[src/rtl/rx_tlp_pkg.sv]
package rx_tlp_pkg;

  localparam int IDX_W = 5;  // 128-byte window, dword index

  localparam logic [6:0] FT_MRD32 = 7'h00;
  localparam logic [6:0] FT_MWR32 = 7'h40;
  localparam logic [6:0] FT_CPLD  = 7'h4A;

  typedef enum logic [1:0] {ST_IDLE, ST_HDR2, ST_DATA, ST_SKIP} rx_state_e;
  typedef enum logic [1:0] {K_MRD, K_MWR, K_CPLD, K_OTHER} tlp_kind_e;

  typedef struct packed {
    logic [15:0] req_id;
    logic [7:0]  tag;
    logic [9:0]  len;
    logic [6:0]  lo_addr;
    logic [31:0] data;
  } cpl_req_t;

  function automatic tlp_kind_e decode_kind(input logic [6:0] ft);
    case (ft)
      FT_MRD32: return K_MRD;
      FT_MWR32: return K_MWR;
      FT_CPLD:  return K_CPLD;
      default:  return K_OTHER;
    endcase
  endfunction

endpackage

[src/rtl/rx_tlp_router.sv]
module rx_tlp_router
  import rx_tlp_pkg::*;
(
  input  logic             clk_i,
  input  logic             rst_ni,
  input  logic [63:0]      beat_i,
  input  logic             sof_ni,
  input  logic             eof_ni,
  input  logic             valid_ni,
  input  logic             ready_i,
  output logic             idle_o,
  output logic             reg_we_o,
  output logic [IDX_W-1:0] reg_idx_o,
  output logic [31:0]      reg_wdata_o,
  output logic             rd_req_o,
  output logic [15:0]      rd_rid_o,
  output logic [7:0]       rd_tag_o,
  output logic [9:0]       rd_len_o,
  output logic [6:0]       rd_lo_addr_o,
  output logic             push_hi_o,
  output logic             push_lo_o,
  output logic [31:0]      hi_word_o,
  output logic [31:0]      lo_word_o
);

  rx_state_e   state_q;
  tlp_kind_e   kind_q;
  logic [10:0] rem_q;
  logic [15:0] rid_q;
  logic [7:0]  tag_q;
  logic [9:0]  len_q;
  logic        accept;

  assign accept    = !valid_ni && ready_i;
  assign idle_o    = (state_q == ST_IDLE);
  assign hi_word_o = beat_i[63:32];
  assign lo_word_o = beat_i[31:0];

  // second beat: dword 2 in the upper half holds the address
  assign reg_idx_o    = beat_i[38:34];
  assign reg_wdata_o  = beat_i[31:0];
  assign rd_lo_addr_o = beat_i[38:32];
  assign rd_rid_o     = rid_q;
  assign rd_tag_o     = tag_q;
  assign rd_len_o     = len_q;

  always_comb begin
    reg_we_o  = 1'b0;
    rd_req_o  = 1'b0;
    push_hi_o = 1'b0;
    push_lo_o = 1'b0;
    if (accept) begin
      case (state_q)
        ST_HDR2: begin
          case (kind_q)
            K_MRD:   rd_req_o  = 1'b1;
            K_MWR:   reg_we_o  = 1'b1;
            K_CPLD:  push_lo_o = (rem_q != '0);
            default: ;
          endcase
        end
        ST_DATA: begin
          push_hi_o = (rem_q >= 11'd1);
          push_lo_o = (rem_q >= 11'd2);
        end
        default: ;
      endcase
    end
  end

  always_ff @(posedge clk_i or negedge rst_ni) begin
    if (!rst_ni) begin
      state_q <= ST_IDLE;
      kind_q  <= K_OTHER;
      rem_q   <= '0;
      rid_q   <= '0;
      tag_q   <= '0;
      len_q   <= '0;
    end else if (accept) begin
      case (state_q)
        ST_IDLE: begin
          if (!sof_ni) begin
            kind_q  <= decode_kind(beat_i[62:56]);
            len_q   <= beat_i[41:32];
            rem_q   <= (beat_i[41:32] == '0) ? 11'd1024 : {1'b0, beat_i[41:32]};
            rid_q   <= beat_i[31:16];
            tag_q   <= beat_i[15:8];
            state_q <= eof_ni ? ST_HDR2 : ST_IDLE;
          end
        end
        ST_HDR2: begin
          rem_q <= rem_q - 11'(push_lo_o);
          if (!eof_ni)               state_q <= ST_IDLE;
          else if (kind_q == K_CPLD) state_q <= ST_DATA;
          else                       state_q <= ST_SKIP;
        end
        ST_DATA: begin
          rem_q <= rem_q - 11'(push_hi_o) - 11'(push_lo_o);
          if (!eof_ni) state_q <= ST_IDLE;
        end
        default: if (!eof_ni) state_q <= ST_IDLE;
      endcase
    end
  end

  AST_PUSH_ONLY_CPLD: assert property (@(posedge clk_i) disable iff (!rst_ni)
    (push_hi_o || push_lo_o) |-> (kind_q == K_CPLD));

  AST_DROP_QUIET: assert property (@(posedge clk_i) disable iff (!rst_ni)
    (state_q == ST_SKIP) |-> !(reg_we_o || rd_req_o || push_hi_o || push_lo_o));

endmodule

[src/rtl/rx_tlp_regs.sv]
module rx_tlp_regs
  import rx_tlp_pkg::*;
#(
  parameter int NUM_REGS = 8
) (
  input  logic                   clk_i,
  input  logic                   rst_ni,
  input  logic                   we_i,
  input  logic [IDX_W-1:0]       widx_i,
  input  logic [31:0]            wdata_i,
  input  logic [IDX_W-1:0]       ridx_i,
  output logic [31:0]            rdata_o,
  output logic [NUM_REGS*32-1:0] regs_o
);

  localparam int SEL_W = (NUM_REGS > 1) ? $clog2(NUM_REGS) : 1;

  logic [31:0] regs_q [NUM_REGS];

  for (genvar i = 0; i < NUM_REGS; i++) begin : g_reg
    always_ff @(posedge clk_i or negedge rst_ni) begin
      if (!rst_ni)                              regs_q[i] <= '0;
      else if (we_i && (int'(widx_i) == i))     regs_q[i] <= wdata_i;
    end
    assign regs_o[i*32 +: 32] = regs_q[i];
  end

  // out-of-window indices read as zero
  assign rdata_o = (int'(ridx_i) < NUM_REGS) ? regs_q[ridx_i[SEL_W-1:0]] : '0;

  AST_OOR_WRITE_IGNORED: assert property (@(posedge clk_i) disable iff (!rst_ni)
    (we_i && (int'(widx_i) >= NUM_REGS)) |=> $stable(regs_o));

endmodule

[src/rtl/rx_tlp_cpl_hold.sv]
module rx_tlp_cpl_hold
  import rx_tlp_pkg::*;
(
  input  logic     clk_i,
  input  logic     rst_ni,
  input  logic     load_i,
  input  cpl_req_t fields_i,
  input  logic     ack_i,
  output logic     pending_o,
  output cpl_req_t fields_o
);

  logic     pend_q;
  cpl_req_t fields_q;

  always_ff @(posedge clk_i or negedge rst_ni) begin
    if (!rst_ni) begin
      pend_q   <= 1'b0;
      fields_q <= '0;
    end else if (load_i) begin
      pend_q   <= 1'b1;
      fields_q <= fields_i;
    end else if (pend_q && ack_i) begin
      pend_q   <= 1'b0;
    end
  end

  assign pending_o = pend_q;
  assign fields_o  = fields_q;

  AST_ONE_OUTSTANDING: assert property (@(posedge clk_i) disable iff (!rst_ni)
    load_i |-> !pend_q);

  AST_REQ_HELD: assert property (@(posedge clk_i) disable iff (!rst_ni)
    (pend_q && !ack_i) |=> (pend_q && $stable(fields_q)));

  AST_REQ_RELEASED: assert property (@(posedge clk_i) disable iff (!rst_ni)
    (pend_q && ack_i) |=> !pend_q);

endmodule

[src/rtl/rx_tlp_fifo.sv]
module rx_tlp_fifo #(
  parameter int DEPTH = 16,
  parameter int W     = 32
) (
  input  logic                       clk_i,
  input  logic                       rst_ni,
  input  logic                       push_a_i,
  input  logic [W-1:0]               a_i,
  input  logic                       push_b_i,
  input  logic [W-1:0]               b_i,
  input  logic                       pop_i,
  output logic                       valid_o,
  output logic [W-1:0]               data_o,
  output logic [$clog2(DEPTH+1)-1:0] free_o
);

  localparam int PTR_W = $clog2(DEPTH);
  localparam int CNT_W = $clog2(DEPTH + 1);

  logic [W-1:0]     mem_q [DEPTH];
  logic [PTR_W-1:0] wp_q, rp_q, wp_b;
  logic [CNT_W-1:0] cnt_q;
  logic             pop;

  assign pop     = pop_i && (cnt_q != '0);
  assign wp_b    = wp_q + PTR_W'(push_a_i);
  assign valid_o = (cnt_q != '0);
  assign data_o  = mem_q[rp_q];
  assign free_o  = CNT_W'(DEPTH) - cnt_q;

  always_ff @(posedge clk_i) begin
    if (push_a_i) mem_q[wp_q] <= a_i;
    if (push_b_i) mem_q[wp_b] <= b_i;
  end

  always_ff @(posedge clk_i or negedge rst_ni) begin
    if (!rst_ni) begin
      wp_q  <= '0;
      rp_q  <= '0;
      cnt_q <= '0;
    end else begin
      wp_q  <= wp_q + PTR_W'(push_a_i) + PTR_W'(push_b_i);
      rp_q  <= rp_q + PTR_W'(pop);
      cnt_q <= cnt_q + CNT_W'(push_a_i) + CNT_W'(push_b_i) - CNT_W'(pop);
    end
  end

  AST_NO_OVERFLOW: assert property (@(posedge clk_i) disable iff (!rst_ni)
    (int'(push_a_i) + int'(push_b_i)) <= int'(free_o));

endmodule

[src/rtl/rx_tlp_router_top.sv]
module rx_tlp_router_top
  import rx_tlp_pkg::*;
#(
  parameter int NUM_REGS   = 8,
  parameter int FIFO_DEPTH = 16
) (
  input  logic                   clk_i,
  input  logic                   rst_ni,
  input  logic [63:0]            rx_data_i,
  input  logic                   rx_sof_ni,
  input  logic                   rx_eof_ni,
  input  logic                   rx_valid_ni,
  output logic                   rx_ready_o,
  output logic [NUM_REGS*32-1:0] regs_o,
  output logic                   cpl_req_o,
  input  logic                   cpl_ack_i,
  output logic [15:0]            cpl_req_id_o,
  output logic [7:0]             cpl_tag_o,
  output logic [9:0]             cpl_len_o,
  output logic [6:0]             cpl_lower_addr_o,
  output logic [31:0]            cpl_data_o,
  output logic                   rxq_valid_o,
  output logic [31:0]            rxq_data_o,
  input  logic                   rxq_pop_i
);

  localparam int CNT_W = $clog2(FIFO_DEPTH + 1);
  localparam int SLACK = 2;  // one full beat of payload

  logic             idle, pending;
  logic             reg_we, rd_req, push_hi, push_lo;
  logic [IDX_W-1:0] reg_idx;
  logic [31:0]      reg_wdata, rd_data, hi_word, lo_word;
  logic [15:0]      rd_rid;
  logic [7:0]       rd_tag;
  logic [9:0]       rd_len;
  logic [6:0]       rd_lo_addr;
  logic [CNT_W-1:0] free;
  cpl_req_t         req_in, req_out;

  assign rx_ready_o = (int'(free) >= SLACK) && !(idle && pending);

  rx_tlp_router u_router (
    .clk_i, .rst_ni,
    .beat_i       (rx_data_i),
    .sof_ni       (rx_sof_ni),
    .eof_ni       (rx_eof_ni),
    .valid_ni     (rx_valid_ni),
    .ready_i      (rx_ready_o),
    .idle_o       (idle),
    .reg_we_o     (reg_we),
    .reg_idx_o    (reg_idx),
    .reg_wdata_o  (reg_wdata),
    .rd_req_o     (rd_req),
    .rd_rid_o     (rd_rid),
    .rd_tag_o     (rd_tag),
    .rd_len_o     (rd_len),
    .rd_lo_addr_o (rd_lo_addr),
    .push_hi_o    (push_hi),
    .push_lo_o    (push_lo),
    .hi_word_o    (hi_word),
    .lo_word_o    (lo_word)
  );

  rx_tlp_regs #(.NUM_REGS(NUM_REGS)) u_regs (
    .clk_i, .rst_ni,
    .we_i    (reg_we),
    .widx_i  (reg_idx),
    .wdata_i (reg_wdata),
    .ridx_i  (reg_idx),
    .rdata_o (rd_data),
    .regs_o  (regs_o)
  );

  assign req_in = '{req_id: rd_rid, tag: rd_tag, len: rd_len,
                    lo_addr: rd_lo_addr, data: rd_data};

  rx_tlp_cpl_hold u_cpl (
    .clk_i, .rst_ni,
    .load_i    (rd_req),
    .fields_i  (req_in),
    .ack_i     (cpl_ack_i),
    .pending_o (pending),
    .fields_o  (req_out)
  );

  assign cpl_req_o        = pending;
  assign cpl_req_id_o     = req_out.req_id;
  assign cpl_tag_o        = req_out.tag;
  assign cpl_len_o        = req_out.len;
  assign cpl_lower_addr_o = req_out.lo_addr;
  assign cpl_data_o       = req_out.data;

  rx_tlp_fifo #(.DEPTH(FIFO_DEPTH), .W(32)) u_fifo (
    .clk_i, .rst_ni,
    .push_a_i (push_hi),
    .a_i      (hi_word),
    .push_b_i (push_lo),
    .b_i      (lo_word),
    .pop_i    (rxq_pop_i),
    .valid_o  (rxq_valid_o),
    .data_o   (rxq_data_o),
    .free_o   (free)
  );

  AST_NO_START_WHILE_PENDING: assert property (@(posedge clk_i) disable iff (!rst_ni)
    (idle && pending) |-> !rx_ready_o);

endmodule

[config.mk]
export PLATFORM = sky130hd
export DESIGN_NAME = rx_tlp_router_top
export DESIGN_NICKNAME = d
export VERILOG_FILES = /design/src/rtl/rx_tlp_pkg.sv /design/src/rtl/rx_tlp_router.sv /design/src/rtl/rx_tlp_regs.sv /design/src/rtl/rx_tlp_cpl_hold.sv /design/src/rtl/rx_tlp_fifo.sv /design/src/rtl/rx_tlp_router_top.sv
export SDC_FILE = /design/constraint.sdc
export NUM_CORES = 1
export LEC_CHECK = 0
export BUFFER_PORTS_ARGS = -buffer_cell sky130_fd_sc_hd__buf_2
export CORE_MARGIN = 8
export CORE_UTILIZATION = 54
export CTS_BUF_LIST = sky130_fd_sc_hd__clkbuf_16
export CTS_CLUSTER_SIZE = 8
export DETAILED_ROUTE_END_ITERATION = 12
export GPL_TIMING_DRIVEN = 0
export PLACE_DENSITY = 0.79
export SLEW_MARGIN = 20
export SYNTH_ARGS = -nofsm -noshare
export SYNTH_HDL_FRONTEND = slang
export SYNTH_SLANG_ARGS = --single-unit
[constraint.sdc]
create_clock -name clk_i -period 5.8 [get_ports clk_i]
set_input_delay 1.16 -clock clk_i [delete_from_list [all_inputs] [get_ports clk_i]]
set_output_delay 1.16 -clock clk_i [all_outputs]
set_load 0.005 [all_outputs]
==> metrics, run 1 <==
Yosys reg bits=904; Netlist cell types=66; syn nets=2727; clk sink count=904; Post-Synthesis Cell Area=43600 sq um; FP Rows=roughly 100; # H-tree levels=4; asr flop ratio synth=43.4%; Placer Congestion=0.921; clk_skew=0.0294 ns; # DRC=0; dpl hpwl=~100 mm; GR Util All Layers=31.6%; R2R depth=21; reg2reg start=u_fifo.cnt_q[3]$_DFF_PN0_; data required time of the worst path=6.20 ns; Max clock buf depth=3; routing usage on met2=51.2%; Avg Cell Area, Syn=16.6 sq um; filler cell count=5538; area share of xor/xnor cells in the synthesized design=less than 1%; Worst-Skew Late Latency=between 0.7 and 0.8 ns; IO Pins=435; Vias/cell=6.52; fraction of layout cells with a size suffix above 1=a little over half; met1 Use GR=38.4%; post-route ant nets=0; critical path type=register to register; Placed Area=48200 sq um; Worst Setup SP=u_fifo.cnt_q[3]$_DFF_PN0_; pwr/cell area=374 nW/um^2; status=complete, no violations; pin count of the biggest net entering global routing=106; Worst EP arrival=about 6 ns; R2R Setup Slk=0.19 ns; Startpoint Class=register; # port buffers=approximately 430; Die Width=~300 um; max cap viols=0; max-slew violations=0; most used routing layer=met2; DR WL/cell=~33 um; first-pass GRT wire length=between 200 and 250 mm; Tcrit/Tclk final=96.7%; number of flops mapped to enable cells by yosys=a little over 500; share of the synthesized area in the top cell type=35.3%; Syn Inst Count=2629; Final Setup Violations=0; main area contributors after synthesis=edfxtp_1 35%, dfrtp_1 22%, mux2_2 20%; Critical Path Sink=u_fifo.mem_q[1][17]$_DFFE_PP_; Final Hold Viols=0; Pre-antenna DRT Iters=5; Post-Route Utilization=64.7%; Pwr Total=19.4 mW; met3 Usage GRT=9.64%; Compound-Gate Fraction of Synth Area=1.82%; area added between synthesis and finish=19.1%; CTS tree=yes; Clock Tree Root=clkbuf_16; Sequential cell area=25200 sq um; design area=51900 sq um; Final Instance Count excl. Fillers=about 4400; core box area=80300 sq um; post-synthesis mux area share=34.1%; RR Endpoint=u_fifo.mem_q[1][17]$_DFFE_PP_; Die H=300 um; total gr overflow=0; DR iter-0 viols=roughly 3300; via count=28400; vias in the first global route=30600; Initial Utilization=a little over half; Hold Buf Count CTS=0; die area=90100 sq um; worst hold path class=primary input to asynchronous set/reset pin; P_leak=21.7 nW; Post-layout nets=approximately 3300; Worst-Margin Slew=1.14 ns; commonest non-fill, non-tap cell in the layout=mux2_2; Worst IR Drop VDD=0.000266 V; Worst-path clk slew=0.05 ns; multi-input logic area=17300 sq um; Rel. slew slack=a little under a quarter; Adder-Cell Fraction of Synth Area=less than 1%; Fmax=0.178 GHz; Most used DFF post-synth=edfxtp_1; placed insts=4174; sequential area share after synthesis=~58%; Synth area leader=edfxtp_1; simple-gate area share of the yosys netlist=1.95%; CTS Buf Count=131; commonest non-fill, non-tap cells in the layout=778 x mux2_2, 512 x edfxtp_1, 480 x buf_2, 390 x dfrtp_1, 224 x mux4_2; main combinational cell family by area after synthesis=multiplexers; initial antenna violation count=14; crit end category=register; worst-path fanout max=10; min Tclk post-route=5.61 ns; Synth warnings=0; Total Wirelength=about 140 mm
## state kept, by name, summed over array words and instances, names as in the netlist
register / flops
u_router.rd_len_o: 10
u_fifo.mem_q: 512
u_cpl.pending_o: 1
u_fifo.wp_q: 4
u_router.state_q: 2
u_fifo.cnt_q: 5
u_cpl.fields_o: 73
u_router.kind_q: 2
u_router.rd_rid_o: 16
u_router.rem_q: 11
u_router.rd_tag_o: 8
u_regs.regs_o: 256
u_fifo.rp_q: 4
## worst max-delay path: stages (launching register included)
cell	delay, ns
dfrtp_1	0.43
inv_1	0.10
ha_1	0.19
and2_1	0.15
ha_1	0.27
nand3_1	0.23
o21a_2	0.40
buf_2	0.25
nand2_1	0.29
inv_1	0.13
ha_1	0.22
ha_1	0.32
nand2b_1	0.24
a2111oi_4	0.21
buf_4	0.20
nand3_2	0.25
buf_4	0.33
o41ai_2	0.16
buf_4	0.28
buf_4	0.16
buf_2	0.22
buf_2	0.25
## Yosys cell counts (all sizes together), types with 3 or more instances
cell type	n
mux2	841
edfxtp	512
dfrtp	390
mux4	224
clkbuf	169
buf	99
o21ai	65
nand2	56
mux2i	33
inv	29
ha	24
nor2	23
nand3	21
a21oi	17
xnor2	12
xor2	12
nor4	11
nand2b	7
nand4	6
a221oi	5
o41ai	5
a2111oi	4
nor3	4
or4	4
fa	3
o22ai	3
or2	3
## metal layers
metal  share of wire [%]  vias up
li1                    -    11400
met4                 5.5        2
met2                  48     1793
met3                  11      433
met1                  36    14800
met5              0.0090        -
## kinds of logic (layout without fill, tap and decap cells)
family / after synthesis / in the layout
adder cells (fa/ha/maj): 27 / 27
buffers and inverters: 298 / 964
AND/OR/NAND/NOR: 153 / 153
other: 0 / 6
XOR/XNOR: 24 / 24
flip-flops: 904 / 904
multiplexers: 1098 / 1098
AO/OA/AOI/OAI: 125 / 125
## worst min path at each step
stage,endpoint,slack [ns],cells after the start
finish,u_cpl.fields_o[67]$_DFFE_PN0P_,0.34,1
global route,u_cpl.fields_o[67]$_DFFE_PN0P_,0.34,1
CTS,u_cpl.fields_o[67]$_DFFE_PN0P_,0.32,1
detailed placement,u_cpl.fields_o[23]$_DFFE_PN0P_,0.46,2
global placement,u_cpl.fields_o[28]$_DFFE_PN0P_,0.46,2
floorplan,u_router.rd_len_o[2]$_DFFE_PN0P_,0.45,2
## metrics by stage
stage / worst slack [ns] / TNS (ns) / hold slack [ns]
after CTS: 0.0683 / 0 / 0.318
after global routing: -0.0587 / -0.493 / 0.343
after global placement: -5.47 / -3046.07 / 0.461
final: 0.192 / 0 / 0.339
after detailed placement: -0.447 / -14.37 / 0.465
after floorplan: -0.263 / -33.70 / 0.446
## what timing repair did
| item | in CTS | in global routing |
|---|---|---|
| resized for setup | 3 | 3 |
| pin swaps | 0 | 2 |
| setup endpoints to repair | 68 | 22 |
| setup buffers | 0 | 5 |
## where the power goes
part | switching, mW | internal (mW)
registers | 0.219 | 7.24
logic | 2.83 | 2.22
clock network | 2.77 | 4.17
total | 5.81 | 13.6
## layout make-up
class / count / area share [%]
well taps: 1060 / 2.55
inverters: 30 / 0.217
multi-input cells: 1427 / 33.3
plain buffers: 267 / 2.38
flip-flops and latches: 904 / 48.5
clock buffers: 135 / 6.51
diodes: 6 / 0.0289
repair buffers: 490 / 5.97
clock inverters: 42 / 0.528
(Power assumes the default switching activity.)
==> inputs of run 2 (changes only) <==
- GPL_TIMING_DRIVEN: 0 -> 1
==> metrics, run 2 (synthesis results as in run 1) <==
fraction of layout cells with a size suffix above 1=56.1% (+2.1 points); Sequential cell area=25200 sq um (about the same); min Tclk post-route=5.39 ns (-0.215 ns); Top Family by Delay on Critical Path=simple AND/OR/NAND/NOR gates; Placed Area=46600 sq um (-3.2%); worst path cell trace=or3_1, nor4_4, a21oi_1, nand2_1, inv_1, ha_1, ha_1, nand2b_1, a2111oi_2, nand3_2, buf_4, mux2_2; max-slew violations=0 (unchanged); Post-layout nets=3090 (-7.7%); routing usage on met2=45.4% (-5.8 points); pwr/cell area=376 nW/um^2 (+0.36%); total gr overflow=0 (unchanged); critical path type=register to register; Rel. slew slack=22.6% (-0.88 points); commonest non-fill, non-tap cells in the layout=778 x mux2_2, 512 x edfxtp_1, 431 x buf_2, 386 x dfrtp_1, 224 x mux4_2; dpl hpwl=77.2 mm (-25%); # H-tree levels=4 (unchanged); max reg flops=512 (unchanged); DR iter-0 viols=2443 (-26%); vias in the first global route=28300 (-7.6%); Worst Setup SP=u_router.rem_q[4]$_DFFE_PN0P_; # port buffers=434 (+1.9%); status=complete, no violations; Final Hold Viols=0 (unchanged); Max clock buf depth=3 (unchanged); Total Wirelength=124 mm (-14%); Top reg by flops=u_fifo.mem_q; Fmax=0.185 GHz (+4.0%); die area=90100 sq um (unchanged); Vias/cell=6.43 (-1.3%); first-pass GRT wire length=184 mm (-12%); IO Pins=435 (unchanged); commonest non-fill, non-tap cell in the layout=mux2_2; worst hold path class=primary input to asynchronous set/reset pin; Initial Utilization=54.3% (unchanged); worst-path fanout max=18 (+8); met3 Usage GRT=6.34% (-3.3 points); area added between synthesis and finish=15.6%; post-cts resize count=0 (-3); Setup WS pre-CTS=0.541 ns (+0.988 ns); via count=26400 (-7.2%); Worst EP arrival=5.83 ns (-0.18 ns); Worst IR Drop VDD=0.000297 V (+12%); multi-input logic area=17300 sq um (about the same); crit end category=register; Die H=300 um (unchanged); Fin Hold WS=0.448 ns (+0.109 ns); Final Worst Setup Slack=0.407 ns (+0.215 ns); DR WL/cell=30.2 um (-8.6%); pin count of the biggest net entering global routing=158 (+49%); Worst path max stage delay=0.72 ns (+0.29 ns); filler cell count=5567 (+0.52%); slowest CP cell=a2111oi_2; Worst-path clk slew=0.05 ns (about the same); CTS tree=yes; unrepaired setup endpoints after global routing=no; Critical Path Sink=u_fifo.mem_q[9][17]$_DFFE_PP_; design area=50400 sq um (-3.0%); R2R depth=12 (-43%); FP Rows=104 (unchanged); postcts setup bufs=0 (unchanged); Pre-antenna DRT Iters=6 (+1); most used routing layer=met2; Pwr Total=18.9 mW (-2.6%); # DRC=0 (unchanged); Startpoint Class=register; Clock Tree Root=clkbuf_16; Hold Buf Count CTS=0 (unchanged); CTS Buf Count=131 (unchanged); Placer Congestion=0.874 (-5.1%); GR Util All Layers=27.1% (-4.5 points); clk sink count=904 (unchanged); Tcrit/Tclk final=93.0% (-3.7 points); Worst-Margin Slew=1.16 ns (+0.0237 ns); R2R Setup Slk=0.41 ns (+0.21 ns); max cap viols=0 (unchanged); met1 Use GR=34.2% (-4.2 points); initial antenna violation count=15 (+1); most frequent CP cell=ha_1; Final Setup Violations=0 (unchanged); data required time of the worst path=6.24 ns (+0.04 ns); Worst-Skew Late Latency=0.70 ns (-0.02 ns); clk_skew=0.0213 ns (-0.00806 ns); Die Width=300 um (unchanged); Worst path depth=12 (-43%); core box area=80300 sq um (unchanged); RR Endpoint=u_fifo.mem_q[9][17]$_DFFE_PP_; reg2reg start=u_router.rem_q[4]$_DFFE_PN0P_; P_leak=20.9 nW (-3.5%); CP bufs+invs=2 (-7); post-route ant nets=0 (unchanged)
## run 2: power by group
group,internal [mW],switching [mW]
logic,2.11,2.24
registers,7.25,0.496
clock network,4.14,2.70
total,13.5,5.44
## run 2: worst min-delay path by stage
stage / startpoint / end / cells past startpoint
after floorplan: u_router.rd_len_o[2]$_DFFE_PN0P_ / u_router.rd_len_o[2]$_DFFE_PN0P_ / 2
after global placement: u_router.rd_len_o[2]$_DFFE_PN0P_ / u_router.rd_len_o[2]$_DFFE_PN0P_ / 2
after detailed placement: u_cpl.fields_o[0]$_DFFE_PN0P_ / u_cpl.fields_o[0]$_DFFE_PN0P_ / 2
after CTS: rst_ni / u_regs.regs_o[160]$_DFFE_PN0P_ / 1
after global routing: rst_ni / u_cpl.fields_o[1]$_DFFE_PN0P_ / 1
final: rst_ni / u_regs.regs_o[160]$_DFFE_PN0P_ / 1
## run 2: per-layer routing
| metal | routed length (um) | part of all wire [%] |
|---|---|---|
| met1 | 46500 | 38 |
| met3 | 10600 | 8.5 |
| met5 | 32 | 0.026 |
| met2 | 62400 | 50 |
| met4 | 4340 | 3.5 |
## run 2: stage by stage
step	TNS, ns	utilization [%]	cells
CTS	0	62.6	4090
global route	0	62.7	4097
floorplan	-33.70	-	2629
finish	0	62.8	4102
detailed placement	0	58.1	3916
global placement	0	58.1	3915
## run 2: final cells by class
class                      count  area share [%]
clock buffer                 136            6.75
antenna                        9          0.0447
inverter                      30           0.224
tap                         1060            2.63
timing repair buffer         498            5.56
clock inverter                38           0.477
sequential                   904            50.0
multi-input combinational   1427            34.3
==> inputs of run 3 (changes only) <==
- PLACE_DENSITY: 0.79 -> 0.84
==> metrics, run 3 (synthesis results as in run 1) <==
Rel. slew slack=23.8% (+1.2 points); max-slew violations=0 (unchanged); core box area=80300 sq um (unchanged); critical path type=register to register; status=complete, no violations; Tcrit/Tclk final=90.7% (-2.3 points); IO Pins=435 (unchanged); Pint=13.5 mW (about the same); Startpoint Class=register; max cap viols=0 (unchanged); Final Instance Count excl. Fillers=4087 (-0.37%); Sequential Power Share=40.6% (-0.3 points); Pre-antenna DRT Iters=5 (-1); R2R Setup Slk=0.54 ns (+0.13 ns); # port buffers=434 (unchanged); clk_skew=0.0451 ns (+0.0237 ns); CTS tree=yes; Worst-Skew Late Latency=0.73 ns (+0.03 ns); filler cell count=5494 (-1.3%); Comb power frac=23.3% (+0.3 points); min Tclk post-route=5.26 ns (-0.132 ns); data required time of the worst path=6.26 ns (+0.02 ns); Worst EP arrival=5.72 ns (-0.11 ns); # DRC=0 (unchanged); sum of negative setup slack=0 ns (unchanged); DR iter-0 viols=2648 (+8.4%); commonest non-fill, non-tap cells in the layout=778 x mux2_2, 512 x edfxtp_1, 431 x buf_2, 386 x dfrtp_1, 224 x mux4_2; net switching power=5.62 mW (+3.4%); Post-layout nets=3091 (+0.032%); Worst-path clk slew=0.05 ns (about the same); Final Setup Violations=0 (unchanged); worst hold path class=primary input to asynchronous set/reset pin; postcts setup bufs=0 (unchanged); dpl hpwl=78.3 mm (+1.4%); via count=26700 (+1.2%); post-route ant nets=0 (unchanged); FP Rows=104 (unchanged); P_leak=20.9 nW (about the same); Worst-Margin Slew=1.14 ns (-0.0229 ns); clk sink count=904 (unchanged); Placer Congestion=0.883 (+1.1%); Initial Utilization=54.3% (unchanged); Total Wirelength=124 mm (+0.27%); fraction of layout cells with a size suffix above 1=56.3% (+0.27 points); Net Sw Frac=29.4% (+0.70 points); Max clock buf depth=3 (unchanged); Top reg by flops=u_fifo.mem_q; Sequential cell area=25200 sq um (unchanged); total gr overflow=0 (unchanged); GR Util All Layers=27.3% (+0.24 points); vias in the first global route=28800 (+2.0%); pin count of the biggest net entering global routing=136 (-14%); Vias/cell=6.53 (+1.6%); initial antenna violation count=8 (-7); Fmax=0.190 GHz (+2.5%); max reg flops=512 (unchanged); clock share of power=36.1% (about the same); unrepaired setup endpoints after global routing=no; DR WL/cell=30.4 um (+0.64%); die area=90100 sq um (unchanged); Final Hold Viols=0 (unchanged); commonest non-fill, non-tap cell in the layout=mux2_2; placed insts=3918 (+0.051%); post-cts resize count=0 (unchanged); crit end category=register; # H-tree levels=4 (unchanged); Clock Tree Root=clkbuf_16; CTS Buf Count=131 (unchanged); Hold Buf Count CTS=0 (unchanged); worst-path fanout max=18 (unchanged); pwr/cell area=379 nW/um^2 (+0.83%); Worst IR Drop VDD=0.000262 V (-12%); multi-input logic area=17300 sq um (+0.17%); Die H=300 um (unchanged); first-pass GRT wire length=187 mm (+1.9%); area added between synthesis and finish=15.7%; Die Width=300 um (unchanged)
[run 3: cell types whose count changed in the layout (fill, tap and decap cells not counted), moves of 2 or more]
cell / delta
inv_1: -11
o41ai_2: -2
buf_4: +2
diode_2: -6
o41ai_4: +2
clkinv_16: +7
inv_6: -3
clkbuf_16: -4
buf_16: -2
[run 3: per-stage QoR]
| stage | total power, mW | cell area, sq um | utilization [%] | hold slack (ns) | setup WS, ns |
|---|---|---|---|---|---|
| 3_3_place_gp | 12.2 | 46600 | 58.1 | 0.459 | 0.843 |
| 2_1_floorplan | 10.6 | 43600 | - | 0.446 | -0.263 |
| 4_1_cts | 19.2 | 50400 | 62.8 | 0.471 | 0.612 |
| 5_1_grt | 19.8 | 50400 | 62.8 | 0.493 | 0.316 |
| 3_5_place_dp | 12.3 | 46700 | 58.1 | 0.471 | 0.677 |
| 6_report | 19.1 | 50400 | 62.8 | 0.478 | 0.539 |
[run 3: metal layers]
metal	part of all wire, %	global-route usage (%)	up-vias	routed length [um]
li1	-	-	10900	-
met1	38	35.2	14000	47200
met2	49	44.7	1515	61200
met3	8.7	6.58	321	10900
met4	4.1	11.0	2	5060
met5	0.010	0	-	13
[run 3: worst paths after layout]
kind | from | end | cells after the start
min in group clk_i | u_cpl.fields_o[19]$_DFFE_PN0P_ | u_cpl.fields_o[19]$_DFFE_PN0P_ | 2
worst max register to register | u_router.rem_q[4]$_DFFE_PN0P_ | u_fifo.mem_q[0][5]$_DFFE_PP_ | 13
max in group asynchronous | rst_ni | u_cpl.pending_o$_DFFE_PN0P_ | 2
worst max-delay path | u_router.rem_q[4]$_DFFE_PN0P_ | u_fifo.mem_q[0][5]$_DFFE_PP_ | 13
worst min register to register | u_cpl.fields_o[19]$_DFFE_PN0P_ | u_cpl.fields_o[19]$_DFFE_PN0P_ | 2
worst min-delay path | rst_ni | u_regs.regs_o[223]$_DFFE_PN0P_ | 1
[run 3: power groups by stage]
stage / sequential [mW] / combinational (mW) / clock, mW
floorplan: 7.51 / 3.14 / 0
finish: 7.76 / 4.46 / 6.89
detailed placement: 7.92 / 4.39 / 0
CTS: 7.81 / 4.42 / 6.97
global placement: 7.88 / 4.30 / 0
global route: 7.80 / 4.76 / 7.23
[run 3: critical path, stage by stage (launching register included)]
cell and delay, ns:
dfrtp_1 0.50, or3_1 0.46, nor4_4 0.55, a21oi_1 0.25, nand2_1 0.12, buf_4 0.19, inv_1 0.10, ha_1 0.20
ha_1 0.33, nand2b_1 0.22, a2111oi_2 0.67, nand3_2 0.57, buf_4 0.45, mux2_1 0.35
[run 3: final cells by class]
class	count	area share, %
inverters	30	0.223
well taps	1060	2.63
clock inverters	32	0.791
flip-flops and latches	904	50.0
diodes	3	0.0149
clock buffers	132	6.55
multi-input cells	1427	34.3
repair buffers	499	5.52
